## src/rtl/pwm_evsel_pkg.sv

```systemverilog
package pwm_evsel_pkg;
  localparam int unsigned EVT_COUNT = 6;

  typedef enum int unsigned {
    EV_ZERO   = 0,
    EV_LOAD   = 1,
    EV_A_UP   = 2,
    EV_A_DOWN = 3,
    EV_B_UP   = 4,
    EV_B_DOWN = 5
  } evt_idx_e;
endpackage

```

## src/rtl/pwm_evsel_sticky.sv

```systemverilog
module pwm_evsel_sticky #(
  parameter int unsigned EVT_W = pwm_evsel_pkg::EVT_COUNT
) (
  input  logic             clk,
  input  logic             rst_n,
  input  logic [EVT_W-1:0] evt,
  input  logic [EVT_W-1:0] mask,
  input  logic [EVT_W-1:0] clr,
  output logic [EVT_W-1:0] sts
);
  logic live;

  always_ff @(posedge clk) begin
    if (!rst_n) live <= 1'b0;
    else        live <= 1'b1;
  end

  for (genvar i = 0; i < EVT_W; i++) begin : g_bit
    // set has priority over clear so a colliding event is never lost
    always_ff @(posedge clk) begin
      if (!rst_n)                   sts[i] <= 1'b0;
      else if (evt[i] && mask[i])   sts[i] <= 1'b1;
      else if (clr[i])              sts[i] <= 1'b0;
    end


    sts_set_chk: assert property (@(posedge clk) disable iff (!rst_n)
      live && $past(evt[i] && mask[i] && rst_n) |-> sts[i]);

    sts_clr_chk: assert property (@(posedge clk) disable iff (!rst_n)
      live && $past(clr[i] && !(evt[i] && mask[i])) |-> !sts[i]);

    sts_hold_chk: assert property (@(posedge clk) disable iff (!rst_n)
      live && $past(!clr[i] && !(evt[i] && mask[i])) |-> sts[i] == $past(sts[i]));
  end
endmodule

```

## src/rtl/pwm_evsel_trig.sv

```systemverilog
module pwm_evsel_trig #(
  parameter int unsigned EVT_W = pwm_evsel_pkg::EVT_COUNT
) (
  input  logic             clk,
  input  logic             rst_n,
  input  logic [EVT_W-1:0] evt,
  input  logic [EVT_W-1:0] mask,
  output logic             trig
);
  logic             live;
  logic [EVT_W-1:0] hit;

  assign hit = evt & mask;

  always_ff @(posedge clk) begin
    if (!rst_n) begin
      live <= 1'b0;
      trig <= 1'b0;
    end else begin
      live <= 1'b1;
      trig <= |hit;
    end
  end


  trig_fire_chk: assert property (@(posedge clk) disable iff (!rst_n)
    live && $past(|(evt & mask)) |-> trig);

  trig_quiet_chk: assert property (@(posedge clk) disable iff (!rst_n)
    live && $past((evt & mask) == '0) |-> !trig);
endmodule

```

## src/rtl/pwm_evt_selector.sv

```systemverilog
module pwm_evt_selector #(
  parameter int unsigned EVT_W = pwm_evsel_pkg::EVT_COUNT
) (
  input  logic             clk,
  input  logic             rst_n,
  input  logic [EVT_W-1:0] evt_in,
  input  logic [EVT_W-1:0] irq_mask,
  input  logic [EVT_W-1:0] trig_mask,
  input  logic [EVT_W-1:0] irq_clr,
  output logic [EVT_W-1:0] irq_sts,
  output logic [EVT_W-1:0] raw_sts,
  output logic             irq_out,
  output logic             trig_out
);
  localparam logic [EVT_W-1:0] ALL_ON = {EVT_W{1'b1}};

  pwm_evsel_sticky #(.EVT_W(EVT_W)) i_irq_sts (
    .clk  (clk),
    .rst_n(rst_n),
    .evt  (evt_in),
    .mask (irq_mask),
    .clr  (irq_clr),
    .sts  (irq_sts)
  );

  pwm_evsel_sticky #(.EVT_W(EVT_W)) i_raw_sts (
    .clk  (clk),
    .rst_n(rst_n),
    .evt  (evt_in),
    .mask (ALL_ON),
    .clr  (irq_clr),
    .sts  (raw_sts)
  );

  pwm_evsel_trig #(.EVT_W(EVT_W)) i_trig (
    .clk  (clk),
    .rst_n(rst_n),
    .evt  (evt_in),
    .mask (trig_mask),
    .trig (trig_out)
  );

  assign irq_out = |irq_sts;


  raw_cover_chk: assert property (@(posedge clk) disable iff (!rst_n)
    (irq_sts & ~raw_sts) == '0 || $past(irq_clr == '0));

  reset_quiet_chk: assert property (@(posedge clk)
    $past(!rst_n) |-> !irq_out && !trig_out && raw_sts == '0);
endmodule

```

## config.mk

```make
export PLATFORM = sky130hd
export DESIGN_NAME = pwm_evt_selector
export DESIGN_NICKNAME = d
export VERILOG_FILES = /design/src/rtl/pwm_evsel_pkg.sv /design/src/rtl/pwm_evsel_sticky.sv /design/src/rtl/pwm_evsel_trig.sv /design/src/rtl/pwm_evt_selector.sv
export SDC_FILE = /design/constraint.sdc
export NUM_CORES = 1
export LEC_CHECK = 0
export ABC_AREA = 0
export BUFFER_PORTS_ARGS = -buffer_cell sky130_fd_sc_hd__buf_2
export CORE_MARGIN = 3
export CORE_UTILIZATION = 38
export CTS_BUF_LIST = sky130_fd_sc_hd__clkbuf_16
export DETAILED_ROUTE_END_ITERATION = 12
export GPL_ROUTABILITY_DRIVEN = 0
export GPL_TIMING_DRIVEN = 0
export PLACE_DENSITY_LB_ADDON = 0.2
export SYNTH_ARGS = -nofsm -noshare
export SYNTH_HDL_FRONTEND = slang
export SYNTH_HIERARCHICAL = 1
export SYNTH_SLANG_ARGS = --single-unit
```

## constraint.sdc

```tcl
create_clock -name clk -period 0.8 [get_ports clk]
set_clock_uncertainty 0.05 [all_clocks]
set_input_delay 0 -clock clk [delete_from_list [all_inputs] [get_ports clk]]
set_output_delay 0 -clock clk [all_outputs]
set_load 0.005 [all_outputs]
```

==> impl_results.md <==
- #FFs+latches synth: 13
- Avg Inst Size Synth: 9.36 µm²
- Post-DRT Antenna Nets: 0
- Final Max Slew Viols: 0
- Crit-path cells: nor4_2 > nand2_1 > buf_2
- Status: finished with violations
- Num CTS Buffers: 3
- Initial DRC Count: 12
- Sequential share of the synthesized area: 0.479
- Die width: 43.8 µm
- Total iterations of the first detailed-routing run: 4
- Syn Inst Count: 58
- Drt wl/cell: 12.2 µm
- Num rows: 13
- CP endpoint kind: output port
- Initial antenna violation count: 0
- Maximum Capacitance Violations: 0
- Slowest stage delay, CP: 0.32 ns
- Port bufs: 39
- Fin nets: 148
- Violated checks: negative hold slack, negative setup slack
- Layout area overhead: 94.5%
- Vias in the first global route: 637
- Worst-path fanout max: 2
- Placeable Area: 1320 µm²
- CTS tree: done
- Detailed Place HPWL: 1010 µm
- Vias/cell: 4.66
- Crit share post-route: 1.37
- Critical path data arrival time: 1.05 ns
- Post-route setup TNS: -0.407 ns
- Worst path top cell family by delay: simple AND/OR/NAND/NOR gates
- FF-to-FF setup slack: 0.06 ns
- Final hold slack: -0.00710 ns
- Critical path required time: 0.75 ns
- First-pass GRT wire length: 2680 µm
- Clock transition at path regs: 0.05 ns
- Commonest non-fill, non-tap cell in the layout: buf_2
- I/O Pins: 40
- Share of cells above drive strength 1: 0.438
- Total number of vias: 634
- Ant diodes: 0
- Largest net degree at the start of global routing: 14
- Routed WL: 1660 µm
- Critical path type: flop to output port
- Final worst-path setup slack: -0.297 ns
- Static Leak: 0.515 nW
- CTS sink cnt: 13
- Total power draw: 1.93 mW
- Initial Util: 0.412
- Worst path bufs/invs: 1
- Final setup viols: 3
- Syn. warnings: 6
- DRC: 0
- Die ar.: 1920 µm²
- Level count of the clock H-tree: 1
- Clock Path Buffers: 2
- Power Density: 1830 nW/µm²
- Worst-Skew Late Latency: 0.23 ns
- Mapped cell area: 543 µm²
- Crit-path slowest cell: dfxtp_2
- Die Y-Extent: 43.8 µm
- Most frequent cells in the layout: 34 x buf_2, 17 x dlygate4sd3_1, 13 x nand2_1
- Synth cell types: 11
- Worst setup SP type: flop
- Grt total ovfl: 0
- Root Buffer: clkbuf_16
- GR Util All Layers: 0.193
- Post-route cell area: 1060 µm²
- DP Area: 776 µm²
- Fmax: 0.911 GHz
- Worst min path class: input port to flop
- Final Hold Viols: 2
- RSZ-0062 raised after global routing: true
- Minimum clock period: 1.10 ns
- Peak supply drop: 1210 µV
## routing by layer
layer,track usage,vias to the layer above,share of wire
met1,0.196,288,0.37
met3,0.0456,2,0.066
met4,0.0723,0,0.0060
met5,0,-,0
li1,-,318,-
met2,0.372,26,0.56
## registers in the layout, indices dropped and copies added (netlist names)
name / cells
i_raw_sts/sts: 6
i_irq_sts/sts: 6
i_trig/trig: 1
## worst reg2reg max path, stage by stage, from the launching register on
cell	delay, ns
dfxtp_2	0.33
buf_4	0.12
nand2b_4	0.05
a21boi_2	0.12
## area by class of cell
class | count | area [µm²]
Clock inverter | 1 | 3.75
Sequential cell | 13 | 265
Clock buffer | 3 | 75.1
Timing Repair Buffer | 54 | 370
Inverter | 1 | 3.75
Fill cell | 83 | 262
Multi-Input combinational cell | 49 | 319
Tap cell | 15 | 18.8
## stage by stage
| step | utilization | setup WS, ns | instances |
|---|---|---|---|
| floorplan | - | 0.0971 | 63 |
| global placement | 0.589 | -0.0989 | 117 |
| detailed placement | 0.589 | -0.100 | 117 |
| CTS | 0.786 | -0.286 | 138 |
| global route | 0.802 | -0.362 | 136 |
| finish | 0.802 | -0.297 | 136 |
## cell families after synthesis
| kind of cell | after synthesis | share of synthesized area |
|---|---|---|
| and+or+nand+nor | 27 | 0.247 |
| buffers and inverters | 1 | 0.00691 |
| AOI/OAI and AO/OA | 16 | 0.260 |
| other | 1 | 0.00691 |
| DFF | 13 | 0.479 |
## what timing repair did
action	4_1_cts	5_1_grt
hold buffers	16	1
pin swaps	2	6
resized for setup	3	6
hold endpoints to repair	10	1
gates cloned	0	0
setup endpoints to repair	1	13
buffers inserted	1	1
## path summary, 6_finish.rpt
check / to / from / cells past startpoint
hold / removal: i_raw_sts/sts[5] / evt_in[5] / 3
hold reg to reg: i_raw_sts/sts[0] / i_raw_sts/sts[0] / 2
setup / recovery: irq_out / i_irq_sts/sts[5] / 3
setup reg to reg: i_irq_sts/sts[5] / i_irq_sts/sts[5] / 3
## cell usage after synthesis, drive strengths merged
cell,n,area (µm²)
nor2,1,3.75
dfxtp,13,260
a31oi,1,6.26
nor4,1,6.26
conb,1,3.75
nand2,13,48.8
a21boi,12,113
a22oi,3,22.5
inv,1,3.75
nand2b,12,75.1
## power by group
| part | internal (mW) | switching [mW] |
|---|---|---|
| clock network | 0.657 | 0.256 |
| registers | 0.690 | 0.0237 |
| logic | 0.191 | 0.113 |
| total | 1.54 | 0.392 |
No activity file was read; power rests on OpenSTA's default activity.
